### src/rtl/bwc_pkg.sv
package bwc_pkg;

    localparam logic [7:0] SEL_ADDR = 8'hFF;
    localparam logic [7:0] VID_ADDR = 8'h7A;
    localparam logic [7:0] CID_ADDR = 8'h7B;
    localparam logic [7:0] DID_ADDR = 8'h7C;

    localparam logic [7:0] VID_VAL  = 8'h50;
    localparam logic [7:0] CID_VAL  = 8'hC5;
    localparam logic [3:0] DID_HIGH = 4'h5;

    typedef enum logic [2:0] {
        RG_WIN,
        RG_SEL,
        RG_VID,
        RG_CID,
        RG_DID,
        RG_NONE
    } region_e;

    // Mirrored addresses take precedence over the banked window.
    function automatic region_e classify(input logic [7:0] a, input int unsigned win_depth);
        if (a == SEL_ADDR)                return RG_SEL;
        else if (a == VID_ADDR)           return RG_VID;
        else if (a == CID_ADDR)           return RG_CID;
        else if (a == DID_ADDR)           return RG_DID;
        else if (int'(a) < win_depth)     return RG_WIN;
        else                              return RG_NONE;
    endfunction

endpackage

### src/rtl/bwc_decode.sv
module bwc_decode
    import bwc_pkg::*;
#(
    parameter int NUM_BANKS = 5,
    parameter int WIN_DEPTH = 112,
    parameter int SEL_W     = 3
) (
    input  logic                 clk,
    input  logic                 rst,
    input  logic [7:0]           addr,
    input  logic                 wr,
    input  logic [SEL_W-1:0]     cur_bank,
    output region_e              region,
    output logic                 sel_wr,
    output logic [NUM_BANKS-1:0] bank_wr
);

    always_comb begin
        region = classify(addr, WIN_DEPTH);
        sel_wr = wr && (region == RG_SEL);
    end

    for (genvar b = 0; b < NUM_BANKS; b++) begin : g_wr
        assign bank_wr[b] = wr && (region == RG_WIN) && (int'(cur_bank) == b);
    end

    // never more than one bank written at a time
    a_r5_onehot_wr: assert property (@(posedge clk) disable iff (rst)
        $onehot0(bank_wr));

    // a bank strobe only appears during a bus write
    a_r7_wr_needs_bus: assert property (@(posedge clk) disable iff (rst)
        (bank_wr != '0) |-> wr);

endmodule

### src/rtl/bwc_bank_sel.sv
module bwc_bank_sel #(
    parameter int NUM_BANKS = 5,
    parameter int SEL_W     = 3
) (
    input  logic             clk,
    input  logic             rst,
    input  logic             sel_wr,
    input  logic [7:0]       wdata,
    output logic [SEL_W-1:0] cur_bank
);

    logic accept;

    always_comb accept = sel_wr && (int'(wdata) < NUM_BANKS);

    always_ff @(posedge clk) begin
        if (rst)
            cur_bank <= '0;
        else if (accept)
            cur_bank <= wdata[SEL_W-1:0];
    end

    // bank 0 right after reset
    a_r1_reset_bank0: assert property (@(posedge clk) disable iff (rst)
        $past(rst) |-> (cur_bank == '0));

    // selection always inside the implemented range
    a_r3_in_range: assert property (@(posedge clk) disable iff (rst)
        int'(cur_bank) < NUM_BANKS);

    // out-of-range select writes leave the selection alone
    a_r3_ignore_high: assert property (@(posedge clk) disable iff (rst)
        (sel_wr && int'(wdata) >= NUM_BANKS) |=> $stable(cur_bank));

endmodule

### src/rtl/bwc_rdmux.sv
module bwc_rdmux
    import bwc_pkg::*;
#(
    parameter int         NUM_BANKS = 5,
    parameter int         SEL_W     = 3,
    parameter logic [3:0] DEV_REV   = 4'h3
) (
    input  logic                   clk,
    input  logic                   rst,
    input  logic                   rd,
    input  region_e                region,
    input  logic [SEL_W-1:0]       cur_bank,
    input  logic [NUM_BANKS*8-1:0] bank_rdata,
    output logic [7:0]             rdata
);

    localparam int PAD_W = 8 - SEL_W;

    logic [7:0] bank_byte [NUM_BANKS];
    logic [7:0] win_byte;
    logic [7:0] next_byte;

    for (genvar b = 0; b < NUM_BANKS; b++) begin : g_unpack
        assign bank_byte[b] = bank_rdata[b*8 +: 8];
    end

    always_comb begin
        win_byte = 8'h00;
        for (int b = 0; b < NUM_BANKS; b++)
            if (int'(cur_bank) == b) win_byte = bank_byte[b];
    end

    always_comb begin
        unique case (region)
            RG_WIN:  next_byte = win_byte;
            RG_SEL:  next_byte = {{PAD_W{1'b0}}, cur_bank};
            RG_VID:  next_byte = VID_VAL;
            RG_CID:  next_byte = CID_VAL;
            RG_DID:  next_byte = {DID_HIGH, DEV_REV};
            default: next_byte = 8'h00;
        endcase
    end

    always_ff @(posedge clk) begin
        if (rst)
            rdata <= 8'h00;
        else if (rd)
            rdata <= next_byte;
    end

    // vendor identification is fixed in every bank
    a_r4_vendor_id: assert property (@(posedge clk) disable iff (rst)
        (rd && region == RG_VID) |=> (rdata == 8'h50));

    // chip identification is fixed in every bank
    a_r4_chip_id: assert property (@(posedge clk) disable iff (rst)
        (rd && region == RG_CID) |=> (rdata == 8'hC5));

    // unimplemented reads return zero
    a_r7_unimpl_zero: assert property (@(posedge clk) disable iff (rst)
        (rd && region == RG_NONE) |=> (rdata == 8'h00));

    // upper bits of the select readback are zero
    a_r2_sel_upper_zero: assert property (@(posedge clk) disable iff (rst)
        (rd && region == RG_SEL) |=> (rdata[7:SEL_W] == '0));

    // read data holds without a strobe
    a_r9_hold: assert property (@(posedge clk) disable iff (rst)
        !rd |=> $stable(rdata));

endmodule

### src/rtl/bank_window_ctrl.sv
module bank_window_ctrl
    import bwc_pkg::*;
#(
    parameter int         NUM_BANKS = 5,
    parameter int         WIN_DEPTH = 112,
    parameter logic [3:0] DEV_REV   = 4'h3
) (
    input  logic                   clk,
    input  logic                   rst,
    input  logic [7:0]             reg_addr,
    input  logic [7:0]             reg_wdata,
    input  logic                   reg_wr,
    input  logic                   reg_rd,
    output logic [7:0]             reg_rdata,
    output logic [NUM_BANKS-1:0]   bank_wr,
    output logic [7:0]             bank_addr,
    output logic [7:0]             bank_wdata,
    input  logic [NUM_BANKS*8-1:0] bank_rdata
);

    localparam int SEL_W = (NUM_BANKS > 1) ? $clog2(NUM_BANKS) : 1;

    region_e          region;
    logic             sel_wr;
    logic [SEL_W-1:0] cur_bank;

    assign bank_addr  = reg_addr;
    assign bank_wdata = reg_wdata;

    bwc_decode #(
        .NUM_BANKS (NUM_BANKS),
        .WIN_DEPTH (WIN_DEPTH),
        .SEL_W     (SEL_W)
    ) u_decode (
        .clk      (clk),
        .rst      (rst),
        .addr     (reg_addr),
        .wr       (reg_wr),
        .cur_bank (cur_bank),
        .region   (region),
        .sel_wr   (sel_wr),
        .bank_wr  (bank_wr)
    );

    bwc_bank_sel #(
        .NUM_BANKS (NUM_BANKS),
        .SEL_W     (SEL_W)
    ) u_sel (
        .clk      (clk),
        .rst      (rst),
        .sel_wr   (sel_wr),
        .wdata    (reg_wdata),
        .cur_bank (cur_bank)
    );

    bwc_rdmux #(
        .NUM_BANKS (NUM_BANKS),
        .SEL_W     (SEL_W),
        .DEV_REV   (DEV_REV)
    ) u_rdmux (
        .clk        (clk),
        .rst        (rst),
        .rd         (reg_rd),
        .region     (region),
        .cur_bank   (cur_bank),
        .bank_rdata (bank_rdata),
        .rdata      (reg_rdata)
    );

endmodule

### config.mk
export PLATFORM = sky130hd
export DESIGN_NAME = bank_window_ctrl
export DESIGN_NICKNAME = d
export VERILOG_FILES = /design/src/rtl/bwc_pkg.sv /design/src/rtl/bwc_decode.sv /design/src/rtl/bwc_bank_sel.sv /design/src/rtl/bwc_rdmux.sv /design/src/rtl/bank_window_ctrl.sv
export SDC_FILE = /design/constraint.sdc
export NUM_CORES = 1
export LEC_CHECK = 0
export ABC_AREA = 1
export ABC_CLOCK_PERIOD_IN_PS = 1400
export BUFFER_PORTS_ARGS = -buffer_cell sky130_fd_sc_hd__buf_4
export CORE_UTILIZATION = 36
export DETAILED_ROUTE_END_ITERATION = 6
export GPL_ROUTABILITY_DRIVEN = 0
export PLACE_DENSITY = 0.77
export REMOVE_ABC_BUFFERS = 1
export SYNTH_ARGS = -nofsm -noshare
export SYNTH_HDL_FRONTEND = slang
export SYNTH_SLANG_ARGS = --single-unit
### constraint.sdc
create_clock -name clk -period 1.4 [get_ports clk]
set_input_delay 0.28 -clock clk [delete_from_list [all_inputs] [get_ports clk]]
set_output_delay 0.28 -clock clk [all_outputs]
set_load 0.05 [all_outputs]
==> flow_summary.rst <==
.. list-table::
   :header-rows: 1

   * - Metric
     - Value
   * - Final Hold Violating Endpoints
     - 0
   * - Normalized max-slew margin
     - 84.6%
   * - Post-synth top area share
     - 26.6%
   * - Layout-stage area growth over the synthesis result
     - 92.0%
   * - CP Launch Type
     - primary input
   * - F_max
     - 0.560 GHz
   * - Starting density of the core
     - a little under two fifths
   * - Peak supply drop
     - 0.426 mV
   * - Number of buffers created by CTS
     - 3
   * - Proportion of synthesized chip area in sequential cells
     - between 10% and 20%
   * - Routed WL
     - a little under 4 mm
   * - Number of distinct standard cells referenced by the synthesized netlist
     - 21
   * - Hold Buf Count CTS
     - 0
   * - Post-route clock period utilization
     - 128%
   * - Worst hold-check path type
     - primary input to flip-flop
   * - Dpl hpwl
     - 2.79 mm
   * - Crit path max fanout
     - 5
   * - Setup repair after global routing missed its margin
     - yes
   * - Top-count cell post-synth
     - sky130_fd_sc_hd__nand2_1
   * - Failing checks
     - setup timing
   * - Cell types with the largest area share after synthesis
     - sky130_fd_sc_hd__nand2_1 27%, sky130_fd_sc_hd__dfxtp_1 19%, sky130_fd_sc_hd__buf_4 11%
   * - Data arrival, critical path
     - ~1500 ps
   * - Data required time at the worst endpoint
     - 1120 ps
   * - Via count of the first global-routing pass
     - 1596
   * - Least setup slack across all paths after layout
     - -387 ps
   * - Met2 WL
     - 2.07 mm
   * - Power dissipated by switching net loads
     - 0.000381 W
   * - Number of clock sinks
     - 11
   * - Length of the first detailed-routing pass in iterations
     - 4
   * - Most used flip-flop cell after synthesis
     - sky130_fd_sc_hd__dfxtp_1
   * - Deepest clock path buffer count
     - 2
   * - Pin count of the biggest net entering global routing
     - 16
   * - GRT Util Overall
     - 23.4%
   * - Post-Syn Instances
     - 210
   * - Total via count in the routed design
     - 1669
   * - Wire length of the first global-routing pass
     - 6.21 mm
   * - Sw frac
     - between 30 and 40%
   * - Crit path kind
     - primary input to output pin
   * - Maximum capacitance violations
     - 0
   * - Initial drt markers
     - 58
   * - Hold EP
     - u_rdmux.rdata[2]
   * - Vert. Die Dim
     - 58.3 um
   * - Die Area
     - ~0.0034 sq mm
   * - Buffer cell driving the clock tree root
     - sky130_fd_sc_hd__clkbuf_4
   * - Met3 wire length
     - 271 um
   * - Horizontal extent of the die
     - 58.3 um
   * - Critical R2R Capture
     - u_rdmux.rdata[3]
   * - Count of buffers inserted at the top-level ports
     - ~90
   * - Post-synth top cells
     - 81 x sky130_fd_sc_hd__nand2_1, 28 x sky130_fd_sc_hd__nor2_1, 17 x sky130_fd_sc_hd__buf_4
   * - Critical path startpoint
     - reg_addr[7]
   * - Clk pwr share
     - a little over a fifth
   * - Final number of max-transition violations
     - 0
   * - Hold Crit Start
     - rst
   * - Count of flip-flops with a built-in enable after synthesis
     - 0
   * - Initial antenna violation count
     - 0
   * - Total inserted antenna cells
     - 0
   * - Combinational cell fraction of total power
     - 47.4%
   * - Post-synth ARST share
     - 0%
   * - Number of warnings issued by yosys
     - 0
   * - Number of endpoints failing setup at the final stage
     - 10
   * - Reg2Reg Setup Slack
     - -30 ps
   * - Clock transition at the registers of the reported paths
     - 70 ps
   * - Final worst clock skew
     - 4.78 ps
   * - Minimum clock period after layout
     - around 1800 ps
   * - Internal power
     - between 0.0006 and 0.0007 W
   * - I/O pins
     - 89
   * - DR DRC count
     - 0
   * - Worst skew pair latency
     - between 200 and 300 ps
   * - Max layer used
     - met4
   * - H-tree level count
     - 1
   * - Worst Tran Pin Value
     - 229 ps
   * - Synth Cell Area
     - between 0.001 and 0.0015 sq mm
   * - Power per cell area
     - 472 mW/mm^2
   * - Worst reg2reg path depth
     - 11
   * - Leftover overflow at the end of global routing
     - 0
   * - Routed WL per cell
     - between 10 and 15 um
   * - Number of vias per cell
     - roughly 4.6
   * - Outcome
     - complete, but fails checks
   * - Post-synthesis sequential element count
     - 11
   * - Kind of end point of the critical path
     - output pin
   * - Library cell occupying the most area in the post-synthesis netlist
     - sky130_fd_sc_hd__nand2_1
   * - Post-Syn Area per Cell
     - 5.43 sq um
   * - Part of the power in registers
     - around 31%
   * - Share of post-route cells with drive strength above 1
     - 50.8%
   * - TritonCTS clock tree
     - built
   * - Met1 wire length
     - 1.58 mm
   * - Total Nets Final
     - between 300 and 400
   * - Final Core Density
     - 72.4%
   * - Sum Neg Setup Slack
     - -2150 ps
   * - Static leakage power
     - 1.17 nW
   * - Core footprint
     - 0.00303 sq mm
   * - Hold Path Stages
     - 2
   * - Final ANT Viol Nets
     - 0
   * - Beginning of the worst register-to-register path
     - u_sel.cur_bank[2]
   * - Rows
     - 20
[cell families after synthesis]
kind of cell | synth area share [%]
buf+inv | 18.5
compound gates | 9.98
flops | 19.3
simple gates | 52.2
[stage by stage]
stage / worst slack (ps) / power (W) / area (sq um) / cells / hold WS [ps]
after CTS: -344 / 0.00104 / 2080 / 358 / 208
final: -387 / 0.00103 / 2190 / 361 / 221
after floorplan: -1350 / 0.000464 / 1010 / 192 / 349
after global routing: -481 / 0.00109 / 2190 / 361 / 220
after global placement: -405 / 0.000779 / 1870 / 343 / 453
after detailed placement: -439 / 0.000783 / 1870 / 343 / 456
[how the worst max path moves through the flow]
| stage | slack (ps) | end | cells past startpoint |
|---|---|---|---|
| detailed placement | -440 | bank_wr[1] | 13 |
| global route | -480 | bank_wr[4] | 10 |
| CTS | -340 | bank_wr[1] | 13 |
| floorplan | -1350 | bank_wr[1] | 10 |
| global placement | -400 | bank_wr[1] | 13 |
| finish | -390 | bank_wr[4] | 14 |
[per-layer routing]
layer / GRT usage [%] / up-vias
li1: - / 866
met1: 25.2 / 732
met2: 45.8 / 67
met3: 5.05 / 4
met4: 5.78 / 0
met5: 0 / -
[registers in the layout (all words and copies together), names as in the netlist]
| register | count |
|---|---|
| u_rdmux.rdata | 8 |
| u_sel.cur_bank | 3 |
[critical path, stage by stage]
cell                      delay [ps]
sky130_fd_sc_hd__buf_8           100
sky130_fd_sc_hd__inv_4            50
sky130_fd_sc_hd__nand2_4          40
sky130_fd_sc_hd__nor2_4          140
sky130_fd_sc_hd__nand2_2          80
sky130_fd_sc_hd__nand2_2          60
sky130_fd_sc_hd__inv_2            40
sky130_fd_sc_hd__nand2_2          60
sky130_fd_sc_hd__nand2_2          60
sky130_fd_sc_hd__inv_2            90
sky130_fd_sc_hd__nand2_4          90
sky130_fd_sc_hd__buf_6           130
sky130_fd_sc_hd__nor2_4          110
sky130_fd_sc_hd__buf_8           150
[area by class of cell]
cell class | instances | area [sq um]
fill | 254 | 837
inverter | 21 | 93.8
multi-input combinational | 160 | 827
tap | 44 | 55.1
sequential | 11 | 231
timing repair buffer | 121 | 957
clock buffer | 4 | 26.3
[layout by cell type, fill, tap and decap left out]
cell,count
sky130_fd_sc_hd__a21oi_1,8
sky130_fd_sc_hd__a21oi_2,3
sky130_fd_sc_hd__a22oi_1,1
sky130_fd_sc_hd__buf_4,110
sky130_fd_sc_hd__buf_6,9
sky130_fd_sc_hd__buf_8,2
sky130_fd_sc_hd__clkbuf_1,1
sky130_fd_sc_hd__clkbuf_4,3
sky130_fd_sc_hd__dfxtp_1,8
sky130_fd_sc_hd__dfxtp_4,3
sky130_fd_sc_hd__inv_1,13
sky130_fd_sc_hd__inv_2,5
sky130_fd_sc_hd__inv_4,1
sky130_fd_sc_hd__inv_6,1
sky130_fd_sc_hd__inv_8,1
sky130_fd_sc_hd__nand2_1,76
sky130_fd_sc_hd__nand2_2,7
sky130_fd_sc_hd__nand2_4,2
sky130_fd_sc_hd__nand2_8,1
sky130_fd_sc_hd__nand3_1,6
sky130_fd_sc_hd__nand3_2,3
sky130_fd_sc_hd__nand3_4,1
sky130_fd_sc_hd__nand4_1,6
sky130_fd_sc_hd__nor2_1,26
sky130_fd_sc_hd__nor2_2,1
sky130_fd_sc_hd__nor2_4,4
sky130_fd_sc_hd__nor3_4,2
sky130_fd_sc_hd__nor4_1,1
sky130_fd_sc_hd__nor4_4,1
sky130_fd_sc_hd__o21ai_0,9
sky130_fd_sc_hd__o22ai_1,1
sky130_fd_sc_hd__or2_2,1
[timing repair]
item                                    CTS  global route
pin swaps                                 3             7
gates resized for setup                  28            25
setup buffers                            11             3
endpoints found under the setup margin   11            11
endpoints found under the hold margin     0             0
[power by group through the flow]
stage / Clock [W] / Sequential (W) / Combinational (W)
floorplan: 0 / 0.000376 / 0.0000881
global placement: 0 / 0.000337 / 0.000442
detailed placement: 0 / 0.000337 / 0.000446
CTS: 0.000229 / 0.000330 / 0.000479
global route: 0.000244 / 0.000325 / 0.000525
finish: 0.000220 / 0.000324 / 0.000490
Power figures use the tool's default switching activity.
